==> src/rtl/mcc_pkg.sv <==
package mcc_pkg;

    localparam int OPC_W   = 6;
    localparam int STATE_W = 4;

    localparam logic [OPC_W-1:0] OPC_RTYPE = 6'b000000;
    localparam logic [OPC_W-1:0] OPC_ORI   = 6'b001101;
    localparam logic [OPC_W-1:0] OPC_LOAD  = 6'b100011;
    localparam logic [OPC_W-1:0] OPC_STORE = 6'b101011;
    localparam logic [OPC_W-1:0] OPC_BEQ   = 6'b000100;

    typedef enum logic [STATE_W-1:0] {
        ST_FETCH   = 4'd0,
        ST_DECODE  = 4'd1,
        ST_BR_DONE = 4'd2,
        ST_R_EXEC  = 4'd3,
        ST_R_DONE  = 4'd4,
        ST_I_EXEC  = 4'd5,
        ST_I_DONE  = 4'd6,
        ST_ADDR    = 4'd7,
        ST_ST_MEM  = 4'd8,
        ST_LD_MEM  = 4'd9,
        ST_LD_WB   = 4'd10
    } step_e;

    typedef enum logic [1:0] {
        FN_ADD = 2'b00,
        FN_SUB = 2'b01,
        FN_OR  = 2'b10,
        FN_FLD = 2'b11
    } alu_fn_e;

    typedef enum logic [1:0] {
        BSEL_FOUR  = 2'b00,
        BSEL_REGB  = 2'b01,
        BSEL_SHIMM = 2'b10,
        BSEL_EXIMM = 2'b11
    } bsel_e;

    typedef struct packed {
        logic    pc_load;
        logic    pc_load_if_zero;
        logic    pc_from_target;
        logic    target_load;
        logic    mem_addr_sel;
        logic    mem_write;
        logic    instr_load;
        logic    dest_sel_rd;
        logic    rf_write;
        logic    wb_from_mem;
        logic    imm_signed;
        logic    alu_a_reg;
        bsel_e   alu_b_sel;
        alu_fn_e alu_func;
    } ctrl_t;

    function automatic ctrl_t ctrl_idle();
        ctrl_t c;
        c = '0;
        c.alu_b_sel = BSEL_FOUR;
        c.alu_func  = FN_ADD;
        return c;
    endfunction

    // Shared operand setup of the address, store and load steps.
    function automatic ctrl_t ctrl_addr_base();
        ctrl_t c;
        c = ctrl_idle();
        c.imm_signed = 1'b1;
        c.alu_a_reg  = 1'b1;
        c.alu_b_sel  = BSEL_EXIMM;
        c.alu_func   = FN_ADD;
        return c;
    endfunction

endpackage

==> src/rtl/mcc_next_step.sv <==
module mcc_next_step
    import mcc_pkg::*;
(
    input  step_e            cur,
    input  logic [OPC_W-1:0] opcode,
    output step_e            nxt
);
    always_comb begin
        nxt = ST_FETCH;
        unique case (cur)
            ST_FETCH:  nxt = ST_DECODE;
            ST_DECODE: begin
                unique case (opcode)
                    OPC_BEQ:   nxt = ST_BR_DONE;
                    OPC_RTYPE: nxt = ST_R_EXEC;
                    OPC_ORI:   nxt = ST_I_EXEC;
                    OPC_LOAD,
                    OPC_STORE: nxt = ST_ADDR;
                    default:   nxt = ST_FETCH;
                endcase
            end
            ST_R_EXEC: nxt = ST_R_DONE;
            ST_I_EXEC: nxt = ST_I_DONE;
            ST_ADDR:   nxt = (opcode == OPC_STORE) ? ST_ST_MEM : ST_LD_MEM;
            ST_LD_MEM: nxt = ST_LD_WB;
            default:   nxt = ST_FETCH;
        endcase
    end
endmodule

==> src/rtl/mcc_step_reg.sv <==
module mcc_step_reg
    import mcc_pkg::*;
(
    input  logic  clk,
    input  logic  rst,
    input  step_e nxt,
    input  logic  [OPC_W-1:0] opcode,
    output step_e cur,
    output logic  [OPC_W-1:0] opc_latched
);
    // The opcode is captured in decode so later steps ignore the input.
    always_ff @(posedge clk) begin
        if (rst) begin
            cur         <= ST_FETCH;
            opc_latched <= '0;
        end else begin
            cur <= nxt;
            if (cur == ST_DECODE)
                opc_latched <= opcode;
        end
    end
endmodule

==> src/rtl/mcc_ctrl_decode.sv <==
module mcc_ctrl_decode
    import mcc_pkg::*;
(
    input  step_e cur,
    output ctrl_t ctl
);
    always_comb begin
        ctl = ctrl_idle();
        unique case (cur)
            ST_FETCH: begin
                ctl.pc_load    = 1'b1;
                ctl.instr_load = 1'b1;
            end
            ST_DECODE: begin
                ctl.target_load = 1'b1;
                ctl.imm_signed  = 1'b1;
                ctl.alu_b_sel   = BSEL_SHIMM;
            end
            ST_BR_DONE: begin
                ctl.pc_load_if_zero = 1'b1;
                ctl.pc_from_target  = 1'b1;
                ctl.alu_a_reg       = 1'b1;
                ctl.alu_b_sel       = BSEL_REGB;
                ctl.alu_func        = FN_SUB;
            end
            ST_R_EXEC, ST_R_DONE: begin
                ctl.dest_sel_rd = 1'b1;
                ctl.alu_a_reg   = 1'b1;
                ctl.alu_b_sel   = BSEL_REGB;
                ctl.alu_func    = FN_FLD;
                ctl.rf_write    = (cur == ST_R_DONE);
            end
            ST_I_EXEC, ST_I_DONE: begin
                ctl.alu_a_reg = 1'b1;
                ctl.alu_b_sel = BSEL_EXIMM;
                ctl.alu_func  = FN_OR;
                ctl.rf_write  = (cur == ST_I_DONE);
            end
            ST_ADDR: ctl = ctrl_addr_base();
            ST_ST_MEM: begin
                ctl = ctrl_addr_base();
                ctl.mem_write = 1'b1;
            end
            ST_LD_MEM: begin
                ctl = ctrl_addr_base();
                ctl.mem_addr_sel = 1'b1;
            end
            ST_LD_WB: begin
                ctl = ctrl_addr_base();
                ctl.rf_write    = 1'b1;
                ctl.wb_from_mem = 1'b1;
            end
            default: ctl = ctrl_idle();
        endcase
    end
endmodule

==> src/rtl/mcc_control.sv <==
module mcc_control
    import mcc_pkg::*;
(
    input  logic             clk,
    input  logic             rst,
    input  logic [OPC_W-1:0] opcode,
    output logic             pc_load,
    output logic             pc_load_if_zero,
    output logic             pc_from_target,
    output logic             target_load,
    output logic             mem_addr_sel,
    output logic             mem_write,
    output logic             instr_load,
    output logic             dest_sel_rd,
    output logic             rf_write,
    output logic             wb_from_mem,
    output logic             imm_signed,
    output logic             alu_a_reg,
    output logic [1:0]       alu_b_sel,
    output logic [1:0]       alu_func
);
    step_e            cur_step;
    step_e            nxt_step;
    logic [OPC_W-1:0] opc_held;
    logic [OPC_W-1:0] opc_route;
    ctrl_t            ctl;

    // In decode the live opcode steers; afterwards the captured copy does.
    assign opc_route = (cur_step == ST_DECODE) ? opcode : opc_held;

    mcc_next_step u_next (
        .cur    (cur_step),
        .opcode (opc_route),
        .nxt    (nxt_step)
    );

    mcc_step_reg u_reg (
        .clk         (clk),
        .rst         (rst),
        .nxt         (nxt_step),
        .opcode      (opcode),
        .cur         (cur_step),
        .opc_latched (opc_held)
    );

    mcc_ctrl_decode u_dec (
        .cur (cur_step),
        .ctl (ctl)
    );

    assign pc_load         = ctl.pc_load;
    assign pc_load_if_zero = ctl.pc_load_if_zero;
    assign pc_from_target  = ctl.pc_from_target;
    assign target_load     = ctl.target_load;
    assign mem_addr_sel    = ctl.mem_addr_sel;
    assign mem_write       = ctl.mem_write;
    assign instr_load      = ctl.instr_load;
    assign dest_sel_rd     = ctl.dest_sel_rd;
    assign rf_write        = ctl.rf_write;
    assign wb_from_mem     = ctl.wb_from_mem;
    assign imm_signed      = ctl.imm_signed;
    assign alu_a_reg       = ctl.alu_a_reg;
    assign alu_b_sel       = ctl.alu_b_sel;
    assign alu_func        = ctl.alu_func;
endmodule

==> config.mk <==
export PLATFORM = sky130hd
export DESIGN_NAME = mcc_control
export DESIGN_NICKNAME = d
export VERILOG_FILES = /design/src/rtl/mcc_pkg.sv /design/src/rtl/mcc_next_step.sv /design/src/rtl/mcc_step_reg.sv /design/src/rtl/mcc_ctrl_decode.sv /design/src/rtl/mcc_control.sv
export SDC_FILE = /design/constraint.sdc
export NUM_CORES = 1
export LEC_CHECK = 0
export ABC_AREA = 1
export BUFFER_PORTS_ARGS = -buffer_cell sky130_fd_sc_hd__buf_4
export CORE_ASPECT_RATIO = 1.1
export CORE_MARGIN = 5
export CORE_UTILIZATION = 25
export DETAILED_ROUTE_END_ITERATION = 8
export SETUP_SLACK_MARGIN = 0.2
export SLEW_MARGIN = 25
export SYNTH_ARGS = -nofsm -noshare
export SYNTH_HDL_FRONTEND = slang
export SYNTH_SLANG_ARGS = --single-unit
==> constraint.sdc <==
create_clock -name clk -period 1.55 [get_ports clk]
set_input_delay 0.155 -clock clk [delete_from_list [all_inputs] [get_ports clk]]
set_output_delay 0.155 -clock clk [all_outputs]
set_load 0.02 [all_outputs]
Word level (Yosys, flattened, before mapping):

Index checks and enable logic that the tools add are counted.

* register bits after elaboration: 10
* bits in latches: 0
* RAM bits: 0
* bits in read-only memories: 0
* input port bits: 8
* word-level logic and storage cells: 40
* memories: 0

* add/subtract/negate cells: 0
* multipliers: 0
* divide/modulo/power cells: 0
* $lt $le $gt $ge: 0
* equality and inequality tests: 14
* shift operators: 0
* muxes and demuxes: 15
* bitwise gates (word level): 0
* reductions and logical operators: 9

Operators by type and width (number)
* $pmux 4 s6: 1
* $eq 4x3->1 const B: 4
* $eq 4x4->1 const B: 3
* $eq 6x6->1 const B: 2
* $pmux 2 s3: 2
* $pmux 3 s4: 1
* $reduce_or 9->1: 1
* $eq 4x2->1 const B: 2
* $mux 1: 7
* $eq 6x3->1 const B: 1
* $eq 6x4->1 const B: 1
* $logic_not 6->1: 1
* $mux 6: 1
* $reduce_or 2->1: 3
* $reduce_or 6->1: 1
* $reduce_or 5->1: 1
* $eq 4x1->1 const B: 1
* $logic_not 4->1: 1
* $pmux 2 s2: 1
* $pmux 1 s3: 1
* $reduce_or 3->1: 1
* $mux 2: 1

Logic depth before layout (Yosys ltp):

Gate-level depths: netlist of run 1.

* depth after elaboration: 6
* gate-level depth with buffers: 12
* depth with buffers taken out: 11

Modules after synthesis:

Synthesis of run 1 repeated with hierarchy kept, for this count alone.

* cell total of the unflattened synthesis: 156
* area total of the unflattened synthesis: 868.3 um^2

By module, submodules not included
* mcc_step_reg: instances 1, cells an instance 54, area each 400.4 um^2, seq. area each 200.2 um^2
* mcc_next_step: instances 1, cells an instance 42, area each 192.7 um^2, seq. area each 0.0 um^2
* mcc_ctrl_decode: instances 1, cells an instance 38, area each 172.7 um^2, seq. area each 0.0 um^2
* mcc_control: instances 1, cells an instance 22, area each 102.6 um^2, seq. area each 0.0 um^2

Worst setup path before layout of run 1:

OpenSTA, ideal clock, no wires.

* path kind: register to register
* start point: reg u_reg.cur[0]
* end point: reg u_reg.cur[0]
* setup time: 0.128 ns
* arrival time: 1.316 ns
* data required time: 1.422 ns
* slack: 0.107 ns
* cell stages (with the launch flop): 13
* buffers on the path: 1
* cell sequence: dfxtp_1 inv_2 nor2_4 nand2_4 buf_6 nand2_1 nand2_1 nor2_2 nand3_1 nand2_1 nand3_1 nor2_1 nor2_1

* word-level cells in the longest chain between the ends: 6
* elaborated cells between the ends (all ways): 16

Ends and longest elaborated chain
* start, declared: line mcc_step_reg.sv:8 `output step_e cur,`
* start signal, assigned: line mcc_step_reg.sv:17 `cur <= nxt;`
* $eq 4x1->1: line mcc_next_step.sv:10, mcc_control.sv:29
* $mux 6
* $eq 6x6->1, on equally long branches: line mcc_next_step.sv:13, mcc_next_step.sv:24
* $reduce_or 2->1: line mcc_next_step.sv:13 `unique case (opcode)`
* $pmux 3 s4: line mcc_next_step.sv:13
* $pmux 4 s6 *: line mcc_next_step.sv:10 `unique case (cur)`

Every way passes the cells marked *; elsewhere a longest branch is shown, timed or not.
A chain may end at the register's enable or synchronous reset.

Worst setup path in the final report of run 1:

* start point: reg u_reg.cur[0]
* end point: out alu_b_sel[1]

* word-level cells in the longest chain between the ends: 3
* elaborated cells between the ends (all ways): 13

Ends and longest elaborated chain
* $eq 4x3->1 (tied with other cells): line mcc_ctrl_decode.sv:9 `unique case (cur)`
* $reduce_or 6->1 (no source line) / $reduce_or 3->1 (equally long branches)
* $pmux 2 s3 *: line mcc_ctrl_decode.sv:9
* end, declared: line mcc_control.sv:19 `output logic [1:0] alu_b_sel,`

Marked as above.

==> results of run 1 <==
[worst max-delay path, cell delays in order, from the launching register on]
cell and delay (ns):
dfxtp_4 0.36, buf_4 0.14, nand2_2 0.11, inv_1 0.06, nor2_1 0.10, inv_1 0.07
o211ai_1 0.08, buf_4 0.17
[power by group through the flow]
| stage | Clock [W] | Combinational (W) | Sequential [W] |
|---|---|---|---|
| final | 0.000237 | 0.000675 | 0.000318 |
| after global routing | 0.000259 | 0.000739 | 0.000322 |
| after CTS | 0.000243 | 0.000580 | 0.000319 |
| after detailed placement | 0 | 0.000506 | 0.000325 |
| after global placement | 0 | 0.000504 | 0.000324 |
| after floorplan | 0 | 0.000382 | 0.000320 |
[how the worst min path moves through the flow]
stage          cells after the start              endpoint  slack [ns]  startpoint
5_1_grt                            2          u_reg.cur[2]        0.12         rst
3_3_place_gp                       2          u_reg.cur[0]        0.40         rst
4_1_cts                            2          u_reg.cur[2]        0.11         rst
2_1_floorplan                      2  u_reg.opc_latched[4]        0.34   opcode[4]
3_5_place_dp                       2          u_reg.cur[2]        0.40         rst
6_report                           2          u_reg.cur[2]        0.11         rst
[registers in the layout, summed over array words and instances (netlist names)]
signal / count
u_reg.opc_latched: 6
u_reg.cur: 4
[area by class of cell]
| type | instances | area (um2) | share of cell area (%) |
|---|---|---|---|
| Tap cell | 33 | 41.3 | 3.45 |
| Clock buffer | 4 | 36.3 | 3.03 |
| Sequential cell | 10 | 215 | 18.0 |
| Timing Repair Buffer | 30 | 244 | 20.4 |
| Inverter | 22 | 87.6 | 7.32 |
| Multi-Input combinational cell | 93 | 572 | 47.8 |
[cells by family (layout without fill, tap and decap cells)]
kind of cell	Yosys count	after routing	synth area share [%]
compound gates	10	10	7.09
flops	10	10	27.0
simple gates	82	83	50.7
buf+inv	26	56	15.2
[per-stage QoR]
step | power (W) | setup TNS, ns | util [%]
final | 0.00123 | 0 | 42.7
after global routing | 0.00132 | -0.221 | 42.7
after CTS | 0.00114 | 0 | 39.2
after detailed placement | 0.000831 | -0.000461 | 33.7
after global placement | 0.000828 | 0 | 33.7
after floorplan | 0.000702 | 0 | -
[timing repair]
action | CTS | global route
setup endpoints to repair | 19 | 19
gates cloned | 1 | 0
pin swaps | 8 | 10
buffers inserted | 3 | 4
resized for setup | 33 | 18
[layer usage]
metal	routed length [um]	vias up
met5	0	-
met4	40	0
met3	112	5
met2	1040	19
met1	944	387
li1	-	449
[cells in the final DEF (no fill, tap or decap)]
cell type / synthesis / layout
buf_4: 2 / 25
nand2_1: 32 / 20
inv_1: 21 / 16
nor2_1: 28 / 16
nand2_2: 3 / 11
nor2_4: 2 / 10
nor2_2: 4 / 8
nand3_1: 8 / 7
nand2_4: 1 / 6
dfxtp_1: 10 / 6
buf_6: 1 / 5
inv_2: 1 / 4
dfxtp_4: 0 / 4
o21ai_0: 4 / 3
a21oi_1: 5 / 3
nand3b_1: 3 / 3
clkbuf_4: 0 / 3
inv_4: 0 / 2
nand3_2: 1 / 2
a21oi_2: 0 / 2
o211ai_1: 1 / 1
o21ai_1: 0 / 1
clkbuf_8: 0 / 1
==> summary.txt, run 1 <==
Status
  • Status: finished, final reports clean

Cells and area
  • Share of layout cells above drive strength 1: 52.2%
  • Final #Nets: 168
  • Fill cells: 303
  • Area grow syn2layout: 61.5%
  • Final non-filler cell total: 192
  • # diodes: 0
  • Final Cell Area: 1200 um2

Yosys
  • Mean post-synth cell area: 5.79 um2
  • Share of flip-flops with an asynchronous set or reset: 0%
  • Most common library cells after synthesis: nand2_1 (32), nor2_1 (28), inv_1 (21)
  • Top_reg_cell synth: dfxtp_1
  • Syn_nets: 136
  • Synth warn: 0
  • Area leader, netlist: dfxtp_1
  • Distinct cells, synth: 18
  • Area share of the largest cell type after synthesis: 27.0%
  • Area contributors post-synth: dfxtp_1 (27%), nand2_1 (16%), nor2_1 (14%)
  • Synth Register Bits: 10
  • Post-Syn Instances: 128
  • Synth Cell Area: 741 um2
  • Post-synthesis sequential area ratio: 27.0%
  • Count leader, synth: nand2_1
  • EDFF count, synth: 0

Critical path
  • CP Max Fanout: 4
  • Crit path capture: alu_b_sel[1]
  • CP endpoint kind: output port
  • R2r setup slk: 0.05 ns
  • CP startpoint kind: register
  • Worst r2r path cells: 9
  • Critical path arrival: 1.36 ns
  • Critical path class: register to output port
  • Worst R2R Start: u_reg.cur[3]
  • Reg-to-Reg End: u_reg.cur[2]
  • Crit path required time: 1.39 ns
  • Critical path origin: u_reg.cur[0]

Place
  • GPL Wtd Cong: 0.785
  • DP Worst Slack: -0.000461 ns
  • Placed Area: 945 um2
  • Dpl hpwl: 1520 um
  • Placed cell count: 180
  • Port Buffers: 23

Floorplanning
  • Std-Cell Core Area: 2800 um2
  • Starting density of the core: 26.4%
  • IO Pins: 24
  • Die Area: 4150 um2
  • Number of cell rows: 20
  • Die height: 67.1 um
  • Die Span X: 61.9 um

Clocking
  • Post-CTS Hold Buffers: 0
  • CTS tree: yes
  • H-tree Lvls: 1
  • CTS Buf Count: 3
  • Clock tree buffer depth: 2
  • CTS Root Cell: clkbuf_4
  • Worst-Skew Late Latency: 0.27 ns
  • Clock slew at reported path FFs: 0.07 ns
  • Sink Count: 10

GRT
  • Antenna violations before repair: 0
  • Number of global-route vias before repair: 787
  • Gr busiest metal: met2
  • First-pass GRT wire length: 3300 um
  • Largest net degree at the start of global routing: 11
  • GR met2 Demand/Resource: 17.0%
  • GRT Residual Overflow: 0
  • Global routing usage on met3: 1.16%
  • Total Routing Usage GR: 10.4%
  • Grt met1 use: 13.6%

Timing
  • Achievable Freq: 0.661 GHz
  • Normalized max-slew margin: 82.9%
  • Final hold slack: 0.112 ns
  • Endpoints failing setup: 0
  • Number of max-slew violations in the final report: 0
  • Setup Skew: 0.00282 ns
  • Tmin final: 1.51 ns
  • Tightest Pin Transition: 0.256 ns
  • Fin. Hold Viols: 0
  • Final WS setup: 0.0381 ns
  • RSZ-0062 raised after global routing: true
  • Fin crit share: 97.5%

Power
  • Psw: 0.000532 W
  • Flop pwr share: 25.8%
  • Int Power: 0.000697 W
  • VDD IR max: 0.561 mV
  • Gate power share: 54.9%
  • Sw Ratio: 43.3%
  • Pwr dens: 1030 nW/um2
  • Leakage power: 0.585 nW
  • Clk pwr share: 19.3%

Routing
  • Post-DRT Antenna Nets: 0
  • DRC: 0
  • Wirelength, routed: 2140 um
  • Via count: 860
  • Via/cell ratio: 4.48
  • Detailed-router iteration count before antenna repair: 4
  • Routed length per instance: 11.1 um
  • DR iter-0 viols: 15

Flow run
  • Maxcap violations: 0

Hold path
  • Hold Path Class: input port to register
Note: power is estimated with default switching activity, not from simulation.
==> run 2, diff against run 1 <==
==> constraint.sdc (replaced) <==
create_clock -name clk -period 1.8 [get_ports clk]
set_input_delay 0.18 -clock clk [delete_from_list [all_inputs] [get_ports clk]]
set_output_delay 0.18 -clock clk [all_outputs]
set_load 0.02 [all_outputs]
==> run 2 against run 1 <==
  * Sequential power decreased by 14%
  * Setup slack improved by 0.20 ns
  * Count of clock-buffer cells in the layout unchanged
  * Total power decreased by 21%
  * Critical endpoint is now imm_signed
  * Sequential share of layout area increased by 2.1 points
  * Flip-flop and latch count unchanged
  * Non-clock buffer count unchanged
  * Die area unchanged
  * Largest power group unchanged
==> summary.txt, run 2 (synthesis results as in run 1) <==
Status
  • Status: finished, final reports clean (unchanged)

Clocking
  • CTS Buf Count: 3 (unchanged)
  • CTS Root Cell: clkbuf_4 (unchanged)
  • Clock slew at reported path FFs: 0.07 ns (about the same)
  • H-tree Lvls: 1 (unchanged)
  • Clock tree buffer depth: 2 (unchanged)
  • CTS tree: yes (unchanged)
  • Worst-Skew Late Latency: 0.27 ns (about the same)
  • Sink Count: 10 (unchanged)

Timing
  • Fin crit share: 87.0%
  • Normalized max-slew margin: 84.8% (was 82.9%)
  • Endpoints failing setup: 0 (unchanged)
  • Number of max-slew violations in the final report: 0 (unchanged)
  • Achievable Freq: 0.639 GHz
  • Final setup TNS: 0 ns (unchanged)
  • Setup Skew: 0.00591 ns (was 0.00282 ns)
  • Tmin final: 1.57 ns
  • Fin. Hold Viols: 0 (unchanged)
  • Tightest Pin Transition: 0.225 ns (was 0.256 ns)
  • RSZ-0062 raised after global routing: true (unchanged)

GRT
  • Grt met1 use: 12.1% (was 13.6%)
  • First-pass GRT wire length: 3090 um (was 3300 um)
  • Global routing usage on met3: 1.36% (was 1.16%)
  • Number of global-route vias before repair: 781 (was 787)
  • Total Routing Usage GR: 9.69% (was 10.4%)
  • Antenna violations before repair: 0 (unchanged)
  • Gr busiest metal: met2 (unchanged)
  • GRT Residual Overflow: 0 (unchanged)
  • GR met2 Demand/Resource: 15.8% (was 17.0%)
  • Largest net degree at the start of global routing: 13 (was 11)

Power
  • Leakage power: 0.560 nW (was 0.585 nW)
  • Int Power: 0.000567 W (was 0.000697 W)
  • Psw: 0.000405 W (was 0.000532 W)
  • Pwr dens: 919 nW/um2 (was 1030 nW/um2)
  • Sw Ratio: 41.7% (was 43.3%)
  • Clk pwr share: 21.7% (was 19.3%)
  • Gate power share: 50.4% (was 54.9%)
  • VDD IR max: 0.520 mV (was 0.561 mV)
  • Flop pwr share: 27.9% (was 25.8%)

Floorplanning
  • Die Span X: 61.9 um (unchanged)
  • Die Area: 4150 um2 (unchanged)
  • Starting density of the core: 26.4% (unchanged)
  • Number of cell rows: 20 (unchanged)
  • IO Pins: 24 (unchanged)
  • Std-Cell Core Area: 2800 um2 (unchanged)
  • Die height: 67.1 um (unchanged)

Cells and area
  • # diodes: 0 (unchanged)
  • Final core occ: 37.7% (was 42.7%)
  • Top Registers: u_reg.opc_latched: 6 flops, u_reg.cur: 4 flops (unchanged)
  • Max reg flops: 6 (unchanged)
  • Area grow syn2layout: 42.7% (was 61.5%)
  • Final non-filler cell total: 192 (unchanged)
  • Reg with most FFs: u_reg.opc_latched (unchanged)
  • Most frequent cells in the layout: buf_4 (30), nand2_1 (29), nor2_1 (23), inv_1 (19) (was buf_4 (25), nand2_1 (20), inv_1 (16), nor2_1 (16), nand2_2 (11))
  • Final Cell Area: 1060 um2 (was 1200 um2)
  • Share of layout cells above drive strength 1: 38.4% (was 52.2%)
  • Commonest non-fill, non-tap cell in the layout: buf_4 (unchanged)
  • Final #Nets: 168 (unchanged)

Place
  • GPL Wtd Cong: 0.783 (was 0.785)
  • Placed Area: 925 um2 (was 945 um2)
  • Dpl hpwl: 1450 um (was 1520 um)
  • Port Buffers: 23 (unchanged)
  • Placed cell count: 180 (unchanged)

Routing
  • Wirelength, routed: 2020 um (was 2140 um)
  • Routed length per instance: 10.5 um (was 11.1 um)
  • DR iter-0 viols: 13 (was 15)
  • DRC: 0 (unchanged)
  • Via/cell ratio: 4.49 (was 4.48)
  • Via count: 862 (was 860)
  • Detailed-router iteration count before antenna repair: 4 (unchanged)
  • Post-DRT Antenna Nets: 0 (unchanged)

Critical path
  • CP endpoint kind: output port (unchanged)
  • Top delay family on crit path: buffers and inverters (unchanged)
  • Worst r2r path cells: 10 (was 9)
  • CP bufs+invs: 3 (was 4)
  • Worst R2R Start: u_reg.cur[0] (was u_reg.cur[3])
  • Critical path arrival: 1.39 ns (was 1.36 ns)
  • Critical path origin: u_reg.cur[2] (was u_reg.cur[0])
  • Crit path top cell by count: inv_1
  • Reg-to-Reg End: u_reg.cur[0] (was u_reg.cur[2])
  • Crit path required time: 1.62 ns (was 1.39 ns)
  • CP Cell Sequence: inv_1 > nor2_1 > inv_1 > nor2_2 > a21oi_1 > nand3_1 > buf_4 (was buf_4 > nand2_2 > inv_1 > nor2_1 > inv_1 > o211ai_1 > buf_4)
  • CP startpoint kind: register (unchanged)
  • Critical path class: register to output port (unchanged)
  • CP Max Fanout: 5 (was 4)
  • Crit-path slowest cell: dfxtp_2 (was dfxtp_4)
  • R2r setup slk: 0.29 ns (was 0.05 ns)
  • Crit-path max cell delay: 0.35 ns (was 0.36 ns)

Hold path
  • Worst Hold Path EP: u_reg.cur[0] (was u_reg.cur[2])
  • Hold path cells: 2 (unchanged)
  • Hold Path Class: input port to register (unchanged)
  • Worst hold start: rst (unchanged)

Flow run
  • Maxcap violations: 0 (unchanged)
## run 2: changes by cell type in the layout (fill, tap and decap cells not counted), moves of 2 or more
| cell | before | now |
|---|---|---|
| nand2_1 | 20 | 29 |
| nand2_2 | 11 | 7 |
| buf_4 | 25 | 30 |
| a21oi_1 | 3 | 5 |
| buf_6 | 5 | 0 |
| inv_1 | 16 | 19 |
| inv_4 | 2 | 0 |
| nand2_4 | 6 | 1 |
| a21oi_2 | 2 | 0 |
| nor2_4 | 10 | 3 |
| nor2_1 | 16 | 23 |
## run 2: metrics by stage
stage | hold WS (ns) | total power [W] | worst slack (ns)
global route | 0.146 | 0.00105 | 0.138
global placement | 0.438 | 0.000705 | 0.159
detailed placement | 0.444 | 0.000708 | 0.178
CTS | 0.149 | 0.000920 | 0.170
finish | 0.138 | 0.000971 | 0.235
floorplan | 0.364 | 0.000596 | 0.344
## run 2: cell type report
cell class / count / area [um2]
fillers: 314 / 1750
multi-input cells: 93 / 459
well taps: 33 / 41.3
flip-flops and latches: 10 / 213
repair buffers: 30 / 225
inverters: 22 / 82.6
clock buffers: 4 / 36.3
## run 2: per-layer routing
layer | vias up | part of all wire (%)
met5 | - | 0
met4 | 0 | 2.4
met3 | 7 | 6.8
met2 | 26 | 49
met1 | 383 | 41
li1 | 446 | -
## run 2: worst max-delay path by stage
stage	endpoint	slack, ns	cells after the start
finish	imm_signed	0.23	7
global route	imm_signed	0.14	7
CTS	imm_signed	0.17	7
detailed placement	u_reg.cur[0]	0.18	11
global placement	u_reg.cur[0]	0.16	10
floorplan	rf_write	0.34	6
## run 2: power groups by stage
stage               Clock [W]  Sequential, W  Combinational (W)
floorplan                   0       0.000272           0.000324
global placement            0       0.000275           0.000430
detailed placement          0       0.000275           0.000433
CTS                  0.000214       0.000272           0.000435
global route         0.000226       0.000276           0.000549
finish               0.000210       0.000272           0.000490
## run 2: what timing repair did
| item | in CTS | in global routing |
|---|---|---|
| resized for setup | 2 | 16 |
| buffers inserted | 0 | 7 |
| pin swaps | 0 | 6 |
| hold buffers | 0 | 0 |
| endpoints found under the hold margin | 0 | 0 |
| cloned | 0 | 1 |
| setup endpoints to repair | 3 | 13 |
